`src/rtl/bnd_mem_pkg.sv`:
```
package bnd_mem_pkg;
  localparam int unsigned WORD_W = 64;
  localparam int unsigned ADDR_W = 64;

  typedef logic [WORD_W-1:0] word_t;
  typedef logic [ADDR_W-1:0] addr_t;

  typedef enum logic [1:0] {
    KIND_DLOAD  = 2'b00,
    KIND_DSTORE = 2'b01,
    KIND_BLOAD  = 2'b10,
    KIND_BSTORE = 2'b11
  } kind_e;
endpackage

```
`src/rtl/bnd_mem_range.sv`:
```
module bnd_mem_range
  import bnd_mem_pkg::*;
#(
  parameter int unsigned DEPTH = 16
) (
  input  addr_t addr,
  input  addr_t lo,
  input  addr_t hi,
  input  logic  bounded,
  output logic  allow
);
  localparam addr_t DEPTH_A = addr_t'(DEPTH);

  logic in_depth;
  logic above_lo;
  logic below_hi;

  always_comb begin
    in_depth = (addr < DEPTH_A);
    above_lo = (addr >= lo);
    below_hi = (addr <= hi);
    allow    = in_depth && (!bounded || (above_lo && below_hi));
  end
endmodule

```
`src/rtl/bnd_mem_store.sv`:
```
module bnd_mem_store
  import bnd_mem_pkg::*;
#(
  parameter int unsigned DEPTH = 16,
  localparam int unsigned IDX_W = (DEPTH > 1) ? $clog2(DEPTH) : 1
) (
  input  logic             clk,
  input  logic             rst_n,
  input  logic             wr_en,
  input  logic [IDX_W-1:0] wr_idx,
  input  word_t            wr_data,
  input  logic [IDX_W-1:0] rd_idx,
  output word_t            rd_data
);
  word_t words_q [DEPTH];

  for (genvar g = 0; g < DEPTH; g++) begin : g_word
    logic  hit;
    word_t word_d;

    always_comb begin
      hit    = wr_en && (wr_idx == IDX_W'(g));
      word_d = hit ? wr_data : words_q[g];
    end

    always_ff @(posedge clk or negedge rst_n) begin
      if (!rst_n) begin
        words_q[g] <= '0;
      end else if (hit) begin
        words_q[g] <= word_d;
      end
    end
  end

  always_comb begin
    rd_data = words_q[rd_idx];
  end
endmodule

```
`src/rtl/bnd_mem_unit.sv`:
```
module bnd_mem_unit
  import bnd_mem_pkg::*;
#(
  parameter int unsigned DEPTH = 16,
  localparam int unsigned IDX_W = (DEPTH > 1) ? $clog2(DEPTH) : 1
) (
  input  logic        clk,
  input  logic        rst_n,
  input  logic        req_valid,
  input  logic [1:0]  req_kind,
  input  logic [63:0] req_addr,
  input  logic [63:0] req_wdata,
  input  logic [63:0] req_lo,
  input  logic [63:0] req_hi,
  output logic        rsp_valid,
  output logic [63:0] rsp_rdata,
  output logic        viol_pulse,
  output logic [63:0] viol_addr
);
  kind_e            kind;
  logic             is_store;
  logic             is_bounded;
  logic             allow;
  logic             wr_en;
  logic             rd_fire;
  logic [IDX_W-1:0] idx;
  word_t            rd_word;

  logic  rsp_valid_d, rsp_valid_q;
  word_t rsp_rdata_d, rsp_rdata_q;
  logic  viol_d,      viol_q;
  addr_t viol_addr_d, viol_addr_q;
  logic  rsp_en;

  always_comb begin
    kind       = kind_e'(req_kind);
    is_store   = (kind == KIND_DSTORE) || (kind == KIND_BSTORE);
    is_bounded = (kind == KIND_BLOAD)  || (kind == KIND_BSTORE);
    idx        = req_addr[IDX_W-1:0];
  end

  bnd_mem_range #(.DEPTH(DEPTH)) u_range (
    .addr    (req_addr),
    .lo      (req_lo),
    .hi      (req_hi),
    .bounded (is_bounded),
    .allow   (allow)
  );

  always_comb begin
    wr_en   = req_valid && is_store && allow;
    rd_fire = req_valid && !is_store;
  end

  bnd_mem_store #(.DEPTH(DEPTH)) u_store (
    .clk     (clk),
    .rst_n   (rst_n),
    .wr_en   (wr_en),
    .wr_idx  (idx),
    .wr_data (req_wdata),
    .rd_idx  (idx),
    .rd_data (rd_word)
  );

  // next-state
  always_comb begin
    rsp_valid_d = rd_fire;
    rsp_en      = rd_fire;
    rsp_rdata_d = allow ? rd_word : '0;
    viol_d      = req_valid && !allow;
    viol_addr_d = viol_d ? req_addr : viol_addr_q;
  end

  // registers
  always_ff @(posedge clk or negedge rst_n) begin
    if (!rst_n) begin
      rsp_valid_q <= 1'b0;
      viol_q      <= 1'b0;
      viol_addr_q <= '0;
    end else begin
      rsp_valid_q <= rsp_valid_d;
      viol_q      <= viol_d;
      viol_addr_q <= viol_addr_d;
    end
  end

  always_ff @(posedge clk or negedge rst_n) begin
    if (!rst_n) begin
      rsp_rdata_q <= '0;
    end else if (rsp_en) begin
      rsp_rdata_q <= rsp_rdata_d;
    end
  end

  always_comb begin
    rsp_valid  = rsp_valid_q;
    rsp_rdata  = rsp_rdata_q;
    viol_pulse = viol_q;
    viol_addr  = viol_addr_q;
  end
endmodule

```
`config.mk`:
```
export PLATFORM = sky130hd
export DESIGN_NAME = bnd_mem_unit
export DESIGN_NICKNAME = d
export VERILOG_FILES = /design/src/rtl/bnd_mem_pkg.sv /design/src/rtl/bnd_mem_range.sv /design/src/rtl/bnd_mem_store.sv /design/src/rtl/bnd_mem_unit.sv
export SDC_FILE = /design/constraint.sdc
export NUM_CORES = 2
export LEC_CHECK = 0
export BUFFER_PORTS_ARGS = -buffer_cell sky130_fd_sc_hd__buf_2
export CAP_MARGIN = 10
export CORE_MARGIN = 2
export CORE_UTILIZATION = 47
export CTS_CLUSTER_DIAMETER = 200
export DETAILED_ROUTE_END_ITERATION = 6
export PLACE_DENSITY_LB_ADDON = 0.3
export SLEW_MARGIN = 20
export SYNTH_ARGS = -nofsm -noshare
export SYNTH_HDL_FRONTEND = slang
export SYNTH_SLANG_ARGS = --single-unit
export TNS_END_PERCENT = 20
```
`constraint.sdc`:
```
create_clock -name clk -period 1.8 [get_ports clk]
set_input_delay 0.09 -clock clk [delete_from_list [all_inputs] [get_ports clk]]
set_output_delay 0.09 -clock clk [all_outputs]
set_load 0.05 [all_outputs]
```
# Word-level counts from Yosys, hierarchy flattened
# Index checks and enable logic that the tools add are counted.
[classes]
n_lt_le_gt_ge = 4
eq_ne = 18
muxes = 4
bitwise_logic = 1
reduce_logical = 29
[op_table]
columns = ["operator", "count"]
rows = [
  ["64-bit binary-select mux with 4-bit select", 1],
  ["64-bit 2-to-1 mux", 3],
  ["64-bit greater-or-equal comparator", 1],
  ["64-bit less-or-equal comparator", 1],
  ["64-bit by 5-bit less-than comparator with 1-bit output, second input constant", 1],
  ["4-bit == test, second input constant", 8],
  ["1-bit logical AND", 22],
  ["4-bit by 3-bit == test with 1-bit output, second input constant", 4],
  ["4-bit by 2-bit == test with 1-bit output, second input constant", 2],
  ["5-bit greater-or-equal comparator, second input constant", 1],
  ["4-bit inverter with 5-bit output", 1],
  ["2-bit == test, second input constant", 2],
  ["4-bit by 1-bit == test with 1-bit output, second input constant", 1],
  ["4-bit logical NOT", 1],
  ["1-bit logical NOT", 3],
  ["1-bit logical OR", 3],
  ["2-bit by 1-bit == test with 1-bit output, second input constant", 1],
]
[word_totals]
regBits = 1154
inputBits = 261
out_inout_bits = 130
elab_cells = 76

# Longest topological paths before layout
[logic_depth]
word_depth = 7
ltp_mapped = 14
mapped_depth_nobuf = 10

# Hierarchy
# Synthesis repeated with hierarchy kept, for this count alone.
[unflattened]
hier_cells = 3659
hier_area_um2 = 54353.4
[modules_own_cells]
columns = ["mod", "instances", "cells_per_inst", "area_each_um2", "seq_area_each_um2"]
rows = [
  ["bnd_mem_store", 1, 2774, 45496.1, 25624.6],
  ["bnd_mem_unit", 1, 411, 5497.8, 3253.1],
  ["bnd_mem_range", 1, 474, 3359.5, 0.0],
]

# Least setup slack after synthesis
# Ideal clock, no wire load.
[synth_timing]
kind = "input to register"
from = "input port req_addr[0]"
to = "register u_store.words_q[131] in the netlist's numbering"
setup_ps = 125
arrival_time_ps = 2921
required_time_ps = 1675
path_slack_ps = -1245
stages = 14
n_path_buf = 4
path_cell_list = "clkbuf_1 > inv_1 > ha_1 > nor2b_1 > o21ai_0 > a41oi_1 > o21ai_1 > a211oi_1 > o311a_1 > buf_4 > buf_2 > nor3_4 > buf_6 > mux2_2"
[synth_between]
elab_chain_len = 6
word_cells_on_any_way = 9
classes_between = "order compare: 3; eq/ne: 1; reduce/logical: 5"
[synth_rtl]
columns = ["item", "line", "rtl"]
rows = [
  ["from (decl)", "bnd_mem_unit.sv:11", "input logic [63:0] req_addr,"],
  ["64-bit greater-or-equal comparator or 64-bit less-or-equal comparator (tied branches)", "bnd_mem_range.sv:20, bnd_mem_range.sv:21", ""],
  ["1-bit logical AND", "bnd_mem_range.sv:22", "allow = in_depth && (!bounded || (above_lo && below_hi));"],
  ["1-bit logical OR", "bnd_mem_range.sv:22", ""],
  ["1-bit logical AND", "bnd_mem_range.sv:22", ""],
  ["1-bit logical AND", "bnd_mem_unit.sv:51", "wr_en = req_valid && is_store && allow;"],
  ["1-bit logical AND *", "bnd_mem_store.sv:22", "hit = wr_en && (wr_idx == IDX_W'(g));"],
  ["to (signal, indexed assignment)", "bnd_mem_store.sv:30", "words_q[g] <= word_d;"],
  ["to (decl)", "bnd_mem_store.sv:15", "word_t words_q [DEPTH];"],
]
# Mark *: on every way between the ends. The rest lies on a longest branch, timed or not.
# A chain may end at the register's enable or synchronous reset.

# Worst setup path in the final report
[layout_timing]
from = "input port req_addr[59]"
to = "register u_store.words_q[1003] in the netlist's numbering"
[layout_between]
elab_chain_len = 6
word_cells_on_any_way = 8
classes_between = "order compare: 3; reduce/logical: 5"
[layout_rtl]
columns = ["item", "line"]
rows = [
  ["64-bit greater-or-equal comparator or 64-bit less-or-equal comparator (tied branches)", "bnd_mem_range.sv:20, bnd_mem_range.sv:21"],
  ["1-bit logical AND", "bnd_mem_range.sv:22"],
  ["1-bit logical OR", "bnd_mem_range.sv:22"],
  ["1-bit logical AND *", "bnd_mem_range.sv:22"],
  ["1-bit logical AND *", "bnd_mem_unit.sv:51"],
  ["1-bit logical AND *", "bnd_mem_store.sv:22"],
]
# Marked as above.

==> flow_summary.ini <==
[global_routing]
grt_usage = 0.263
overflow = 0
grt_pass1_vias = 36000
antenna_found_initial = 22
grt_first_pass_wirelength_mm = 234
grt_max_degree = 110

[sta]
fin_skew_ns = 0.0410
max_slew_margin = 0.310
drv_slew = 0
rsz0062_at_grt = yes
post-route-min-period_ns = 2.52
final_hold_viol_count = 0
max_freq_ghz = 0.397
fin_crit_sh = 1.40
finalSetupViolations = 1153
fin_ws_ns = -0.718
worst_pin_slew_ns = 1.04

[floorplan]
ios = 391
row_count = 124
die_x_um = 342
die_y_um = 342
start_util = 0.472
fp.coreArea_um2 = 114000
fp.dieArea_um2 = 117000

[routing]
via_per_inst = 5.94
drc = 0
drtAntennaViolNets = 0
wl_mm = 161
drt-initial-drc-count = 2619
wire_per_inst_um = 27.8
first_pass_iters = 6
vias = 34400

[clock_tree]
numCtsBuffers = 118
clockBufferDepth = 3
h-tree-depth = 3
cts_root_buf = clkbuf_16
clk_latency_ns = 0.73
clkTransAtPathRegs_ns = 0.06
cts_sinks = 1154
cts_tree = yes

[finish]
design_area_um2 = 70500
drive_above_1_share = 0.569
syn2layout_area_growth_pct = 31.0
final_net_count = 4565

[logic_synthesis]
synth_cell_type_count = 46
synth_fp_nets = 3800
yosys_warnings = 0
yosysSeqAreaShare = 0.536
synth_edf_count = 0
syn-cell-area_um2 = 53900
synthArstFlopShare = 1.00
syn_inst = 3411
syn_avg_cell_area_um2 = 15.8
synth_ff_type = dfrtp_1
ys_ff_latch = 1154

[worst_setup_path]
critPathLaunchType = input pin
crit_path_end_kind = flop
crit_required_ns = 2.38
r2r_slack_ns = -0.03
path_class = in2reg
critPathArrivalTime_ns = 3.10
ff2ff_path_depth = 3
r2r-end = rsp_rdata[22]
worstPathMaxFanout = 8
r2r_start = u_store.words_q[278]

[hold_path]
hp-start = req_valid
worstHoldEndpoint = rsp_valid
holdPathStages = 5
hold_path.class = in2reg

[power]
power_leakage_nw = 33.7
peakVddDrop_v = 0.000878
swShare = 0.242
power_switching_mw = 13.6
p_comb_frac = 0.082
p_seq_frac = 0.465
p_clk_frac = 0.453
internal_power_mw = 42.7
power.density_nw_per_um2 = 798

[placed_design]
place_area_um2 = 59600
dp_slack_ns = -1.78
io_buffers = 390
gp_congestion = 0.933
dp.final_hpwl_mm = 88.9

[status]
violations = negative setup slack
outcome = finished, violations left

[job]
timing.max_cap.violations = 0
[power groups by stage]
stage | logic [mW] | registers, mW | clock network (mW)
floorplan | 1.50 | 27.2 | 0
global placement | 4.05 | 26.6 | 0
detailed placement | 4.09 | 26.6 | 0
CTS | 4.49 | 26.2 | 25.8
global route | 5.02 | 26.2 | 27.0
finish | 4.64 | 26.2 | 25.5
[cell usage in the layout, fill, tap and decap left out, types with 64 or more instances in the layout]
cell	synthesis	final
buf_2	85	366
a22o_1	64	64
dlygate4sd3_1	0	129
clkbuf_16	0	146
buf_12	0	100
mux2_2	1004	505
buf_4	15	165
ha_1	128	97
mux2_4	0	529
dfrtp_1	1154	1154
inv_1	130	122
mux4_2	320	320
[through the flow]
stage	total power, mW	util	hold slack [ns]	TNS [ns]	instances
after detailed placement	30.7	0.523	-0.0650	-1865.42	5292
after CTS	56.5	0.595	0.00138	-676.36	5729
final	56.3	0.618	0.0512	-704.09	5799
after global placement	30.7	0.523	-0.0641	-1923.77	5292
after floorplan	28.7	-	-0.206	-930.88	3411
after global routing	58.1	0.618	0.0722	-731.06	5796
[timing repair]
action,4_1_cts,5_1_grt
buffers inserted,65,26
pin swaps,42,48
hold buffers,129,0
setup endpoints to repair,1153,1153
resized for setup,326,444
cloned,35,31
endpoints found under the hold margin,2240,0
[state kept, by name, summed over array words and instances (netlist names)]
register,flops
viol_pulse,1
rsp_valid,1
rsp_rdata,64
u_store.words_q,1024
viol_addr,64
[critical path, stage by stage]
cell and delay [ns]:
buf_12 0.11, ha_4 0.27, nand4_1 0.21, nor4_4 0.43, and4_4 0.33, nand4_1 0.12
nand2_2 0.13, a31oi_4 0.05, buf_12 0.17, buf_6 0.12, nor3_4 0.23, buf_8 0.15
buf_12 0.14, buf_16 0.19, mux2_4 0.32
[cells in the mapped netlist, types with 6 or more instances]
library cell  count  area share
ha_1            128       0.030
a21o_1            7     0.00098
or4_1             6     0.00084
a21oi_1          48      0.0045
inv_1           130      0.0091
buf_4            15      0.0021
and4_1            7      0.0011
nand4_1          26      0.0030
dfrtp_1        1154        0.54
mux4_2          320        0.13
clkbuf_1        131      0.0091
nor3_4           12      0.0036
nor4_1           17      0.0020
nand2_1          34      0.0024
mux2_1           84       0.018
buf_6             6      0.0013
buf_1            22      0.0015
buf_2            85      0.0079
a211oi_1          6     0.00084
a22o_1           64       0.010
nor2_1           15      0.0010
mux2_2         1004        0.21
o21ai_0          19      0.0018
or3_1            14      0.0016
nand3_1          19      0.0018
[kinds of logic after synthesis]
family                     Yosys count  share of synthesized area
AOI/OAI and AO/OA                  162                     0.0213
adders and majority gates          128                     0.0297
buffers and inverters              390                     0.0310
DFF                               1154                      0.536
muxes                             1408                      0.361
and+or+nand+nor                    169                     0.0204
[metal layers]
metal  vias up  wire length (um)  track usage
met3       292              9020       0.0421
li1      14300                 -            -
met5         -                44            0
met2      1104             78100        0.427
met1     18700             68800        0.366
met4         6              5470       0.0838
[how the worst max path moves through the flow]
stage	start	endpoint	slack, ns	depth (start not counted)
after floorplan	req_hi[1]	u_store.words_q[143]	-0.88	13
after global placement	req_addr[27]	u_store.words_q[552]	-1.84	11
after detailed placement	req_addr[27]	u_store.words_q[867]	-1.78	10
after CTS	req_addr[43]	u_store.words_q[252]	-0.71	13
after global routing	req_addr[46]	u_store.words_q[533]	-0.73	14
final	req_addr[59]	u_store.words_q[1003]	-0.72	15
[area by class of cell]
class	instances	area (um2)
Fill cell	8131	43500
Sequential cell	1154	28900
Multi-Input combinational cell	1867	26100
Timing Repair Buffer	904	9080
Clock buffer	169	3420
Tap cell	1512	1890
Clock inverter	41	597
Inverter	131	509
Antenna cell	21	52.6
(Power assumes the default switching activity.)
